### config.mk
export PLATFORM = sky130hd
export DESIGN_NAME = dsa_alloc_top
export DESIGN_NICKNAME = d
export VERILOG_FILES = /design/src/rtl/dsa_pkg.sv /design/src/rtl/dsa_thread_turn.sv /design/src/rtl/dsa_slot_alloc.sv /design/src/rtl/dsa_ucode_seq.sv /design/src/rtl/dsa_alloc_top.sv
export SDC_FILE = /design/constraint.sdc
export NUM_CORES = 1
export LEC_CHECK = 0
export BUFFER_PORTS_ARGS = -buffer_cell sky130_fd_sc_hd__buf_2
export CORE_ASPECT_RATIO = 2
export CORE_MARGIN = 10
export CORE_UTILIZATION = 50
export CTS_CLUSTER_DIAMETER = 30
export DETAILED_ROUTE_END_ITERATION = 12
export GPL_TIMING_DRIVEN = 0
export PLACE_DENSITY_LB_ADDON = 0.2
export RECOVER_POWER = 25
export SLEW_MARGIN = 40
export SYNTH_ARGS = -nofsm -noshare
export SYNTH_HDL_FRONTEND = slang
export SYNTH_HIERARCHICAL = 1
export SYNTH_SLANG_ARGS = --single-unit
### constraint.sdc
create_clock -name clk -period 6.9 [get_ports clk]
set_input_delay 1.38 -clock clk [delete_from_list [all_inputs] [get_ports clk]]
set_output_delay 1.38 -clock clk [all_outputs]
set_load 0.03 [all_outputs]
### src/rtl/dsa_pkg.sv
// Shared types for the decode slot allocator.
package dsa_pkg;
    // Which hardware thread owns the current decode turn.
    typedef enum logic {
        THR_A = 1'b0,
        THR_B = 1'b1
    } thr_e;
endpackage

### src/rtl/dsa_thread_turn.sv
// Turn keeper: holds which thread owns the decoders and muxes that thread's
// instruction window. Assumes the turn flips only on cycles the output stage
// advances and hold_turn is low.
module dsa_thread_turn
    import dsa_pkg::*;
#(
    parameter int LANES = 4,
    parameter int UW    = 4,
    localparam int CW   = $clog2(LANES + 1)
) (
    input  logic                clk,
    input  logic                rst_n,
    input  logic                adv,
    input  logic                hold_turn,
    input  logic [CW-1:0]       cnt_a,
    input  logic [LANES*UW-1:0] len_a,
    input  logic [CW-1:0]       cnt_b,
    input  logic [LANES*UW-1:0] len_b,
    output thr_e                cur,
    output logic [CW-1:0]       win_cnt,
    output logic [LANES*UW-1:0] win_len
);
    thr_e cur_q;

    // Flip the turn on each advancing cycle not claimed by the sequencer.
    always_ff @(posedge clk) begin
        if (!rst_n)                 cur_q <= THR_A;
        else if (adv && !hold_turn) cur_q <= (cur_q == THR_A) ? THR_B : THR_A;
    end

    // Present the window of the thread that owns this turn.
    always_comb begin
        cur     = cur_q;
        win_cnt = (cur_q == THR_A) ? cnt_a : cnt_b;
        win_len = (cur_q == THR_A) ? len_a : len_b;
    end
endmodule

### src/rtl/dsa_slot_alloc.sv
// Slot allocator: places the head instruction in the wide slot (1..LANES
// micro-ops) and fills the freed lanes with following single micro-op
// instructions in order. Flags a head longer than LANES for the sequencer.
// Assumes every valid window entry has a length of at least one.
module dsa_slot_alloc #(
    parameter int LANES = 4,
    parameter int UW    = 4,
    localparam int CW   = $clog2(LANES + 1)
) (
    input  logic [CW-1:0]       win_cnt,
    input  logic [LANES*UW-1:0] win_len,
    output logic [CW-1:0]       take,
    output logic                long_go,
    output logic [LANES-1:0]    lane_vld,
    output logic [LANES*UW-1:0] lane_len,
    output logic [LANES*UW-1:0] lane_idx
);
    logic [UW-1:0] head;
    logic          stop;
    int            fill;

    // Greedy in-order fill: wide slot first, then singles until one fails.
    always_comb begin
        take     = '0;
        long_go  = 1'b0;
        lane_vld = '0;
        lane_len = '0;
        lane_idx = '0;
        stop     = 1'b0;
        fill     = 0;
        head     = win_len[UW-1:0];
        if (win_cnt != '0) begin
            take = CW'(1);
            if (head > UW'(LANES)) begin
                long_go = 1'b1;
            end else begin
                for (int j = 0; j < LANES; j++) begin
                    if (UW'(j) < head) begin
                        lane_vld[j]          = 1'b1;
                        lane_len[j*UW +: UW] = head;
                        lane_idx[j*UW +: UW] = UW'(j);
                    end
                end
                fill = int'(head);
                for (int i = 1; i < LANES; i++) begin
                    if (!stop && (CW'(i) < win_cnt) &&
                        (win_len[i*UW +: UW] == UW'(1)) && (fill < LANES)) begin
                        lane_vld[fill]          = 1'b1;
                        lane_len[fill*UW +: UW] = UW'(1);
                        lane_idx[fill*UW +: UW] = '0;
                        fill                    = fill + 1;
                        take                    = take + CW'(1);
                    end else begin
                        stop = 1'b1;
                    end
                end
            end
        end
    end
endmodule

### src/rtl/dsa_ucode_seq.sv
// Sequencer model: streams the micro-ops of an instruction longer than LANES,
// LANES per cycle. The first chunk leaves in the same cycle the instruction is
// taken; busy then covers the remaining chunks. Assumes start only when idle.
module dsa_ucode_seq #(
    parameter int LANES = 4,
    parameter int UW    = 4
) (
    input  logic                clk,
    input  logic                rst_n,
    input  logic                adv,
    input  logic                start,
    input  logic [UW-1:0]       start_len,
    output logic                busy,
    output logic                last,
    output logic [LANES-1:0]    lane_vld,
    output logic [LANES*UW-1:0] lane_len,
    output logic [LANES*UW-1:0] lane_idx
);
    logic          busy_q;
    logic [UW-1:0] len_q, pos_q, src_len, src_pos, remain;

    // Produce this cycle's chunk from either the running or the new instruction.
    always_comb begin
        src_len  = busy_q ? len_q : start_len;
        src_pos  = busy_q ? pos_q : '0;
        remain   = src_len - src_pos;
        busy     = busy_q;
        last     = busy_q && (remain <= UW'(LANES));
        lane_vld = '0;
        lane_len = '0;
        lane_idx = '0;
        if (busy_q || start) begin
            for (int j = 0; j < LANES; j++) begin
                if (UW'(j) < remain) begin
                    lane_vld[j]          = 1'b1;
                    lane_len[j*UW +: UW] = src_len;
                    lane_idx[j*UW +: UW] = src_pos + UW'(j);
                end
            end
        end
    end

    // Track progress through the long instruction on each advancing cycle.
    always_ff @(posedge clk) begin
        if (!rst_n) begin
            busy_q <= 1'b0;
            len_q  <= '0;
            pos_q  <= '0;
        end else if (adv) begin
            if (busy_q) begin
                pos_q <= pos_q + UW'(LANES);
                if (last) busy_q <= 1'b0;
            end else if (start) begin
                busy_q <= 1'b1;
                len_q  <= start_len;
                pos_q  <= UW'(LANES);
            end
        end
    end
endmodule

### src/rtl/dsa_alloc_top.sv
// Decode slot allocator top: serves two threads in alternate turns, packs up
// to LANES micro-ops per cycle into a registered group, diverts long
// instructions to the sequencer and locks both windows while it streams.
// Assumes upstream advances each window by take_* at the clock edge.
module dsa_alloc_top
    import dsa_pkg::*;
#(
    parameter int LANES = 4,
    parameter int UW    = 4,
    localparam int CW   = $clog2(LANES + 1)
) (
    input  logic                clk,
    input  logic                rst_n,
    input  logic [CW-1:0]       in_cnt_a,
    input  logic [LANES*UW-1:0] in_len_a,
    input  logic [CW-1:0]       in_cnt_b,
    input  logic [LANES*UW-1:0] in_len_b,
    output logic [CW-1:0]       take_a,
    output logic [CW-1:0]       take_b,
    input  logic                out_ready,
    output logic                out_valid,
    output logic                out_thr,
    output logic [LANES-1:0]    out_lane_vld,
    output logic [LANES*UW-1:0] out_lane_len,
    output logic [LANES*UW-1:0] out_lane_idx,
    output logic                out_from_seq
);
    thr_e                cur;
    logic                adv, dec_en, start, use_seq, hold_turn;
    logic                seq_busy, seq_last, long_go;
    logic [CW-1:0]       win_cnt, alloc_take;
    logic [LANES*UW-1:0] win_len;
    logic [LANES-1:0]    a_vld, s_vld, nxt_vld;
    logic [LANES*UW-1:0] a_len, a_idx, s_len, s_idx, nxt_len, nxt_idx;

    dsa_thread_turn #(.LANES(LANES), .UW(UW)) u_turn (
        .clk(clk), .rst_n(rst_n), .adv(adv), .hold_turn(hold_turn),
        .cnt_a(in_cnt_a), .len_a(in_len_a), .cnt_b(in_cnt_b), .len_b(in_len_b),
        .cur(cur), .win_cnt(win_cnt), .win_len(win_len)
    );

    dsa_slot_alloc #(.LANES(LANES), .UW(UW)) u_alloc (
        .win_cnt(win_cnt), .win_len(win_len), .take(alloc_take), .long_go(long_go),
        .lane_vld(a_vld), .lane_len(a_len), .lane_idx(a_idx)
    );

    dsa_ucode_seq #(.LANES(LANES), .UW(UW)) u_seq (
        .clk(clk), .rst_n(rst_n), .adv(adv), .start(start),
        .start_len(win_len[UW-1:0]), .busy(seq_busy), .last(seq_last),
        .lane_vld(s_vld), .lane_len(s_len), .lane_idx(s_idx)
    );

    // Stage control: advance, decoder lockout and turn hold.
    always_comb begin
        adv       = !out_valid || out_ready;
        dec_en    = !seq_busy;
        start     = dec_en && long_go;
        use_seq   = seq_busy || start;
        hold_turn = start || (seq_busy && !seq_last);
        take_a    = (adv && dec_en && cur == THR_A) ? alloc_take : '0;
        take_b    = (adv && dec_en && cur == THR_B) ? alloc_take : '0;
        nxt_vld   = use_seq ? s_vld : a_vld;
        nxt_len   = use_seq ? s_len : a_len;
        nxt_idx   = use_seq ? s_idx : a_idx;
    end

    // Output group register, held while the queue below is not ready.
    always_ff @(posedge clk) begin
        if (!rst_n) begin
            out_valid    <= 1'b0;
            out_thr      <= 1'b0;
            out_lane_vld <= '0;
            out_lane_len <= '0;
            out_lane_idx <= '0;
            out_from_seq <= 1'b0;
        end else if (adv) begin
            out_valid    <= |nxt_vld;
            out_thr      <= cur;
            out_lane_vld <= nxt_vld;
            out_lane_len <= nxt_len;
            out_lane_idx <= nxt_idx;
            out_from_seq <= use_seq;
        end
    end
endmodule

==> run summary, run 1 <==
## Run status
• **run status** finished, final reports clean

## Timing
• **Final Slew Violations** 0
• **Period minus WS final** 6.52 ns
• **count of final setup violators** 0
• **worst setup skew after layout** 0.00442 ns
• **maximum operating frequency** 153 MHz
• **tightest hold margin** 0.459 ns
• **Period Utilization, post-route** 0.944
• **final total negative setup slack** 0 ns
• **count of final hold-check violations** 0
• **Max transition margin** 0.379
• **RSZ-0062 raised after global routing** no
• **actual transition at the worst max-transition pin** 0.929 ns

## Cells and area
• **final standard cell utilization of the core** 0.607
• **count of antenna diodes in the layout** 0
• **summed area of non-filler cells in the final layout** 5250 sq um
• **Layout Cells excl Fill** 757
• **Layout Area Growth over Synthesis** 18.0%
• **ratio of cells with drive above 1 in the final layout** 0.300
• **final net count** 717

## Synthesis
• **share of synthesized registers carrying an async set or reset** 0
• **top post-synthesis cells by count** 61 x nor2_1, 48 x nand2_1, 47 x dfxtp_1, 39 x o21ai_0, 33 x a21oi_1
• **instance count of the mapped netlist** 545
• **share of the synthesized netlist area taken by xor and xnor gates** 0.00591
• **post-synthesis average cell area** 8.16 sq um
• **dominant combinational cell family by area after synthesis** compound AO/OA/AOI/OAI gates
• **cell area after synthesis** 4450 sq um
• **top-area cell type share of the netlist area** 0.211
• **top flip-flop cell by instance count after synthesis** dfxtp_1
• **compound-cell area share of the yosys netlist** 0.273
• **dominant cell by count in the synthesized netlist** nor2_1
• **part of the Yosys area used for sequential elements** 0.211
• **#FFs+latches synth** 47
• **number of synthesized flops with an enable pin** 0
• **basic-gate share of the synthesized area counting and, or, nand and nor cells** 0.241
• **mux share of post-synthesis cell area** 0.0886
• **top area cells in the synthesized netlist** dfxtp_1 21%, a311oi_2 6.7%, mux2_4 6.7%, ha_1 5.6%, nor2_1 5.1%
• **Yosys warning total** 6
• **largest area contributor in the netlist** dfxtp_1
• **Cell variety after synth** 76
• **Post-Synth Adder-Cell Area** 0.0562

## Detailed routing
• **Vias** 4540
• **number of search-and-repair iterations in the first detailed-routing pass** 5
• **DRC Markers** 0
• **total wirelength of the detailed-routed design** 15000 microns
• **routed wire length per instance** 19.8 microns
• **drt initial violations** 371
• **post-detailed-route via-to-cell ratio** 6.00
• **number of nets still failing antenna checks after routing** 0

## Global routing
• **global-route wire length before repair** 23400 microns
• **antenna violations before repair** 0
• **vias in the first global route** 4520
• **total global routing track utilization** 0.219
• **global route total overflow** 0
• **largest net degree at the start of global routing** 19

## Clock tree
• **clock-pin slew reported for the worst setup and hold paths after clock tree synthesis** 0.06 ns
• **clock tree from TritonCTS** yes
• **Post-CTS Resized** 0
• **Clock Root Buffer** clkbuf_16
• **number of buffers added by the clock tree synthesis step** 5
• **later-pin clock latency in the skew report** 0.29 ns
• **maximum count of clock buffers along a single path** 2
• **clk sinks** 47
• **level count of the clock H-tree** 2
• **hold-fix buffer count after cts** 0
• **number of setup buffers added after CTS** 0

## Hold path
• **worst min path class** flop to flop

## Power and ir drop
• **cell-internal power** 0.00116 W
• **fraction of power consumed by combinational cells** 0.682
• **Sw Share** 0.507
• **leakage power figure** 2.22 nW
• **clock network power share** 0.135
• **Seq pwr share** 0.183
• **Max IR drop VDD** 0.191 mV
• **cell area power density** 449 nW/um^2
• **net switching power figure** 0.00120 W

## Floorplanning
• **IO Count** 86
• **Die Area** 13300 sq um
• **starting density of the core** 0.514
• **Die X** 86.7 microns
• **area of the core region** 8650 sq um
• **Site Rows** 48
• **Die Ht** 153 microns

## Critical path
• **worst path required time** 5.52 ns
• **startpoint types** input pin
• **crit path buf inv count** 4
• **Critical Setup Path Class** input pin to output pin
• **data arrival time of the critical path** 5.14 ns
• **sort of element at the end of the critical path** output pin
• **Critical-path top delay cell** a21oi_1
• **delay contributed by the slowest stage of the critical path** 0.62 ns
• **peak fanout along the critical path** 9
• **CP delay by family, top** compound AO/OA/AOI/OAI gates
• **cells along the critical path** buf_2, mux2_4, buf_2, or2_2, clkbuf_1, o31ai_1, nand2_1, ha_1, a31o_2, a21oi_1, xor2_1, a21oi_1, and3_1, buf_2
• **library cell appearing most often on the critical path** buf_2

## Place
• **count of buffers from port buffering** 85
• **post-placement cell count** 749
• **RD Place Congestion** 1.05
• **detailed-placement wirelength estimate** 12200 microns
• **placed inst area** 5080 sq um

## Run
• **max capacitance violation total** 0

## per-layer routing
| metal | track usage | part of all wire |
|---|---|---|
| met4 | 0.132 | 0.056 |
| met1 | 0.195 | 0.33 |
| met3 | 0.0330 | 0.048 |
| met5 | 0 | 0 |
| met2 | 0.427 | 0.57 |
## worst reg2reg max path: cells and delay by family (launching register included)
| kind | cells | cell delay [ns] |
|---|---|---|
| mux | 2 | 0.54 |
| buf+inv | 4 | 0.77 |
| fa+ha+maj | 2 | 0.66 |
| compound gates | 4 | 1.16 |
| simple gates | 6 | 1.56 |
| flops | 1 | 0.49 |
## state kept, by name, summed over array words and instances, names as in the netlist
signal / flops
u_seq/len_q: 4
out_lane_vld: 4
out_thr: 1
out_lane_len: 16
out_lane_idx: 16
u_seq/busy: 1
u_seq/pos_q: 2
out_from_seq: 1
out_valid: 1
u_turn/cur: 1
## area by class of cell
type                            count  area (sq um)
Fill cell                         818          3400
Multi-Input combinational cell    435          3060
Buffer                             64           468
Tap cell                          100           125
Timing Repair Buffer               85           397
Inverter                           18          67.6
Sequential cell                    47           941
Clock buffer                        6           129
Clock inverter                      2          60.1
## kinds of logic (layout without fill, tap and decap cells)
| logic type | Yosys count | after routing |
|---|---|---|
| other | 4 | 23 |
| XOR/XNOR | 3 | 3 |
| AO/OA/AOI/OAI | 155 | 155 |
| AND/OR/NAND/NOR | 205 | 205 |
| flip-flops | 47 | 47 |
| adder cells (fa/ha/maj) | 20 | 20 |
| multiplexers | 29 | 29 |
| buffers and inverters | 82 | 175 |
## cells in the final DEF (no fill, tap or decap), drive strengths merged, types with 4 or more instances in the layout
cell type and count:
a22oi 5, a41oi 4, nor4 9, o21ai 43
a31oi 4, a21oi 33, a211oi 5, and2 8
mux2i 6, nand3 7, clkbuf 44, nor4b 4
and3 7, a311oi 35, buf 110, inv 18
ha 20, nor3 16, conb 23, nand2 58
nor2 63, nor2b 10, mux2 23, dfxtp 47
## through the flow
step           power [W]  worst slack (ns)
3_5_place_dp     0.00203             0.259
5_1_grt          0.00250             0.236
2_1_floorplan    0.00162              1.22
3_3_place_gp     0.00201             0.259
6_report         0.00236             0.385
4_1_cts          0.00235             0.225
## worst paths after layout
kind              slack, ns  depth (start not counted)               startpoint                     end
setup reg to reg       1.55                         18  u_turn/cur$_SDFFE_PN0P_  out_valid$_SDFFE_PN0P_
hold / removal         0.46                          2     out_thr$_SDFFE_PN0P_    out_thr$_SDFFE_PN0P_
hold reg to reg        0.46                          2     out_thr$_SDFFE_PN0P_    out_thr$_SDFFE_PN0P_
setup / recovery       0.38                         14              in_len_a[2]               take_b[0]
## power by group through the flow
stage,Clock (W),Combinational (W),Sequential (W)
after global routing,0.000328,0.00172,0.000446
after global placement,0,0.00158,0.000433
after detailed placement,0,0.00160,0.000437
after CTS,0.000317,0.00160,0.000431
after floorplan,0,0.00104,0.000582
final,0.000317,0.00161,0.000432
Note: power is estimated with default switching activity, not from simulation.
==> run 2: changes to the inputs <==
--- a/config.mk
+++ b/config.mk
@@ -9,6 +9,7 @@
 export CORE_ASPECT_RATIO = 2
 export CORE_MARGIN = 10
 export CORE_UTILIZATION = 50
+export CTS_BUF_LIST = sky130_fd_sc_hd__clkbuf_4 sky130_fd_sc_hd__clkbuf_8 sky130_fd_sc_hd__clkbuf_16
 export CTS_CLUSTER_DIAMETER = 30
 export DETAILED_ROUTE_END_ITERATION = 12
 export GPL_TIMING_DRIVEN = 0
==> run summary, run 2 (synthesized netlist as in run 1, its figures left out) <==
## Critical path
• **worst path required time** 5.52 ns, about the same
• **startpoint types** input pin
• **setup slack of the worst register-to-register path** 1.58 ns, +0.03 ns
• **Worst setup endpoint** take_b[0]
• **number of cells traversed by the worst register-to-register path** 18, unchanged
• **peak fanout along the critical path** 12, +3
• **reg-to-reg critical path startpoint** u_turn/cur$_SDFFE_PN0P_
• **Worst Setup SP** in_len_a[1]
• **data arrival time of the critical path** 5.15 ns, about the same
• **sort of element at the end of the critical path** output pin
• **Reg-to-Reg End** out_valid$_SDFFE_PN0P_
• **Critical Setup Path Class** input pin to output pin

## Cells and area
• **count of antenna diodes in the layout** 0, unchanged
• **ratio of cells with drive above 1 in the final layout** 0.301, +0.00152
• **Layout Area Growth over Synthesis** 18.1%, about the same
• **leading cell type in the layout, fill and taps excluded** buf_2
• **Layout Cells excl Fill** 757, unchanged
• **most used cells in the layout excluding fill and tap cells** 71 x buf_2, 61 x nor2_1, 48 x nand2_1
• **summed area of non-filler cells in the final layout** 5250 sq um, about the same
• **registers with the most flip-flops** out_lane_idx: 16 flops, out_lane_len: 16 flops
• **final net count** 717, unchanged

## Timing
• **worst setup skew after layout** 0.00649 ns, +0.00207 ns
• **Period Utilization, post-route** 0.946, +0.00195
• **count of final hold-check violations** 0, unchanged
• **final total negative setup slack** 0 ns, unchanged
• **actual transition at the worst max-transition pin** 0.919 ns, -0.00945 ns
• **Final Slew Violations** 0, unchanged
• **Period minus WS final** 6.53 ns, +0.0135 ns
• **maximum operating frequency** 153 MHz, -0.21%
• **RSZ-0062 raised after global routing** no
• **count of final setup violators** 0, unchanged
• **Max transition margin** 0.385, +0.00633

## Global routing
• **largest net degree at the start of global routing** 19, unchanged
• **global route total overflow** 0, unchanged
• **total global routing track utilization** 0.219, unchanged
• **global-route wire length before repair** 23400 microns, about the same
• **vias in the first global route** 4526, +0.13%
• **antenna violations before repair** 0, unchanged

## Detailed routing
• **number of nets still failing antenna checks after routing** 0, unchanged
• **number of search-and-repair iterations in the first detailed-routing pass** 7, +2
• **Vias** 4551, +0.24%
• **drt initial violations** 335, -9.7%
• **post-detailed-route via-to-cell ratio** 6.01, +0.24%
• **total wirelength of the detailed-routed design** 15000 microns, about the same
• **DRC Markers** 0, unchanged
• **routed wire length per instance** 19.8 microns, about the same

## Place
• **RD Place Congestion** 1.05, unchanged
• **post-placement cell count** 749, unchanged
• **count of buffers from port buffering** 85, unchanged
• **detailed-placement wirelength estimate** 12200 microns, unchanged
• **placed inst area** 5080 sq um, unchanged

## Floorplanning
• **Die Area** 13300 sq um, unchanged
• **Site Rows** 48, unchanged
• **IO Count** 86, unchanged
• **starting density of the core** 0.514, unchanged
• **area of the core region** 8650 sq um, unchanged
• **Die Ht** 153 microns, unchanged
• **Die X** 86.7 microns, unchanged

## Clock tree
• **number of buffers added by the clock tree synthesis step** 5, unchanged
• **maximum count of clock buffers along a single path** 2, unchanged
• **clock tree from TritonCTS** yes
• **clock-pin slew reported for the worst setup and hold paths after clock tree synthesis** 0.06 ns, about the same
• **number of setup buffers added after CTS** 0, unchanged
• **hold-fix buffer count after cts** 0, unchanged
• **Clock Root Buffer** clkbuf_16
• **later-pin clock latency in the skew report** 0.30 ns, about the same
• **clk sinks** 47, unchanged
• **Post-CTS Resized** 0, unchanged
• **level count of the clock H-tree** 2, unchanged

## Power and ir drop
• **Sw Share** 0.506, -0.00125
• **Max IR drop VDD** 0.191 mV, +0.11%
• **cell area power density** 449 nW/um^2, about the same
• **clock network power share** 0.136, about the same
• **net switching power figure** 0.00119 W, -0.16%
• **cell-internal power** 0.00117 W, +0.34%
• **Seq pwr share** 0.183, about the same
• **leakage power figure** 2.23 nW, +0.15%
• **fraction of power consumed by combinational cells** 0.681, about the same

## Hold path
• **worst min path class** flop to flop

## Run status
• **run status** finished, final reports clean

## Run
• **max capacitance violation total** 0, unchanged

run 2: critical path, stage by stage:
cell and delay, ns:
buf_2 0.09, mux2_4 0.36, ha_1 0.34, nor3_2 0.46
and4_1 0.25, clkbuf_1 0.34, ha_1 0.25, nand4_1 0.22
a21oi_1 0.69, xor2_1 0.13, a21oi_1 0.24, and3_1 0.18
buf_2 0.19
run 2: area by class of cell:
cell class	instances	area (sq um)
Sequential cell	47	941
Timing Repair Buffer	85	397
Fill cell	815	3390
Multi-Input combinational cell	435	3060
Clock inverter	2	60.1
Tap cell	100	125
Inverter	18	67.6
Clock buffer	6	133
Buffer	64	468
run 2: per-stage QoR:
stage	utilization	power, W	hold WS [ns]	setup WS, ns
finish	0.607	0.00236	0.459	0.371
global route	0.607	0.00250	0.518	0.236
global placement	0.586	0.00201	0.438	0.259
CTS	0.610	0.00236	0.462	0.225
floorplan	-	0.00162	0.453	1.22
detailed placement	0.587	0.00203	0.453	0.259
run 2: worst min-delay path by stage:
| stage | startpoint | end | cells past startpoint |
|---|---|---|---|
| after global routing | u_seq/len_q[2]$_SDFFE_PN0P_ | u_seq/len_q[2]$_SDFFE_PN0P_ | 2 |
| after detailed placement | out_thr$_SDFFE_PN0P_ | out_thr$_SDFFE_PN0P_ | 2 |
| after floorplan | u_seq/len_q[2]$_SDFFE_PN0P_ | u_seq/len_q[2]$_SDFFE_PN0P_ | 2 |
| after global placement | out_thr$_SDFFE_PN0P_ | out_thr$_SDFFE_PN0P_ | 2 |
| after CTS | out_thr$_SDFFE_PN0P_ | out_thr$_SDFFE_PN0P_ | 2 |
| final | out_thr$_SDFFE_PN0P_ | out_thr$_SDFFE_PN0P_ | 2 |
run 2: layer usage:
| metal | wire length (microns) | track usage | vias up |
|---|---|---|---|
| met5 | 0 | 0 | - |
| met4 | 970 | 0.133 | 0 |
| met3 | 714 | 0.0330 | 71 |
| met2 | 8390 | 0.427 | 190 |
| met1 | 4880 | 0.195 | 2120 |
| li1 | - | - | 2170 |
run 2: power by group through the flow:
stage / sequential, W / combinational, W / clock, W
3_5_place_dp: 0.000437 / 0.00160 / 0
2_1_floorplan: 0.000582 / 0.00104 / 0
5_1_grt: 0.000446 / 0.00172 / 0.000333
6_report: 0.000432 / 0.00161 / 0.000321
3_3_place_gp: 0.000433 / 0.00158 / 0
4_1_cts: 0.000431 / 0.00160 / 0.000322
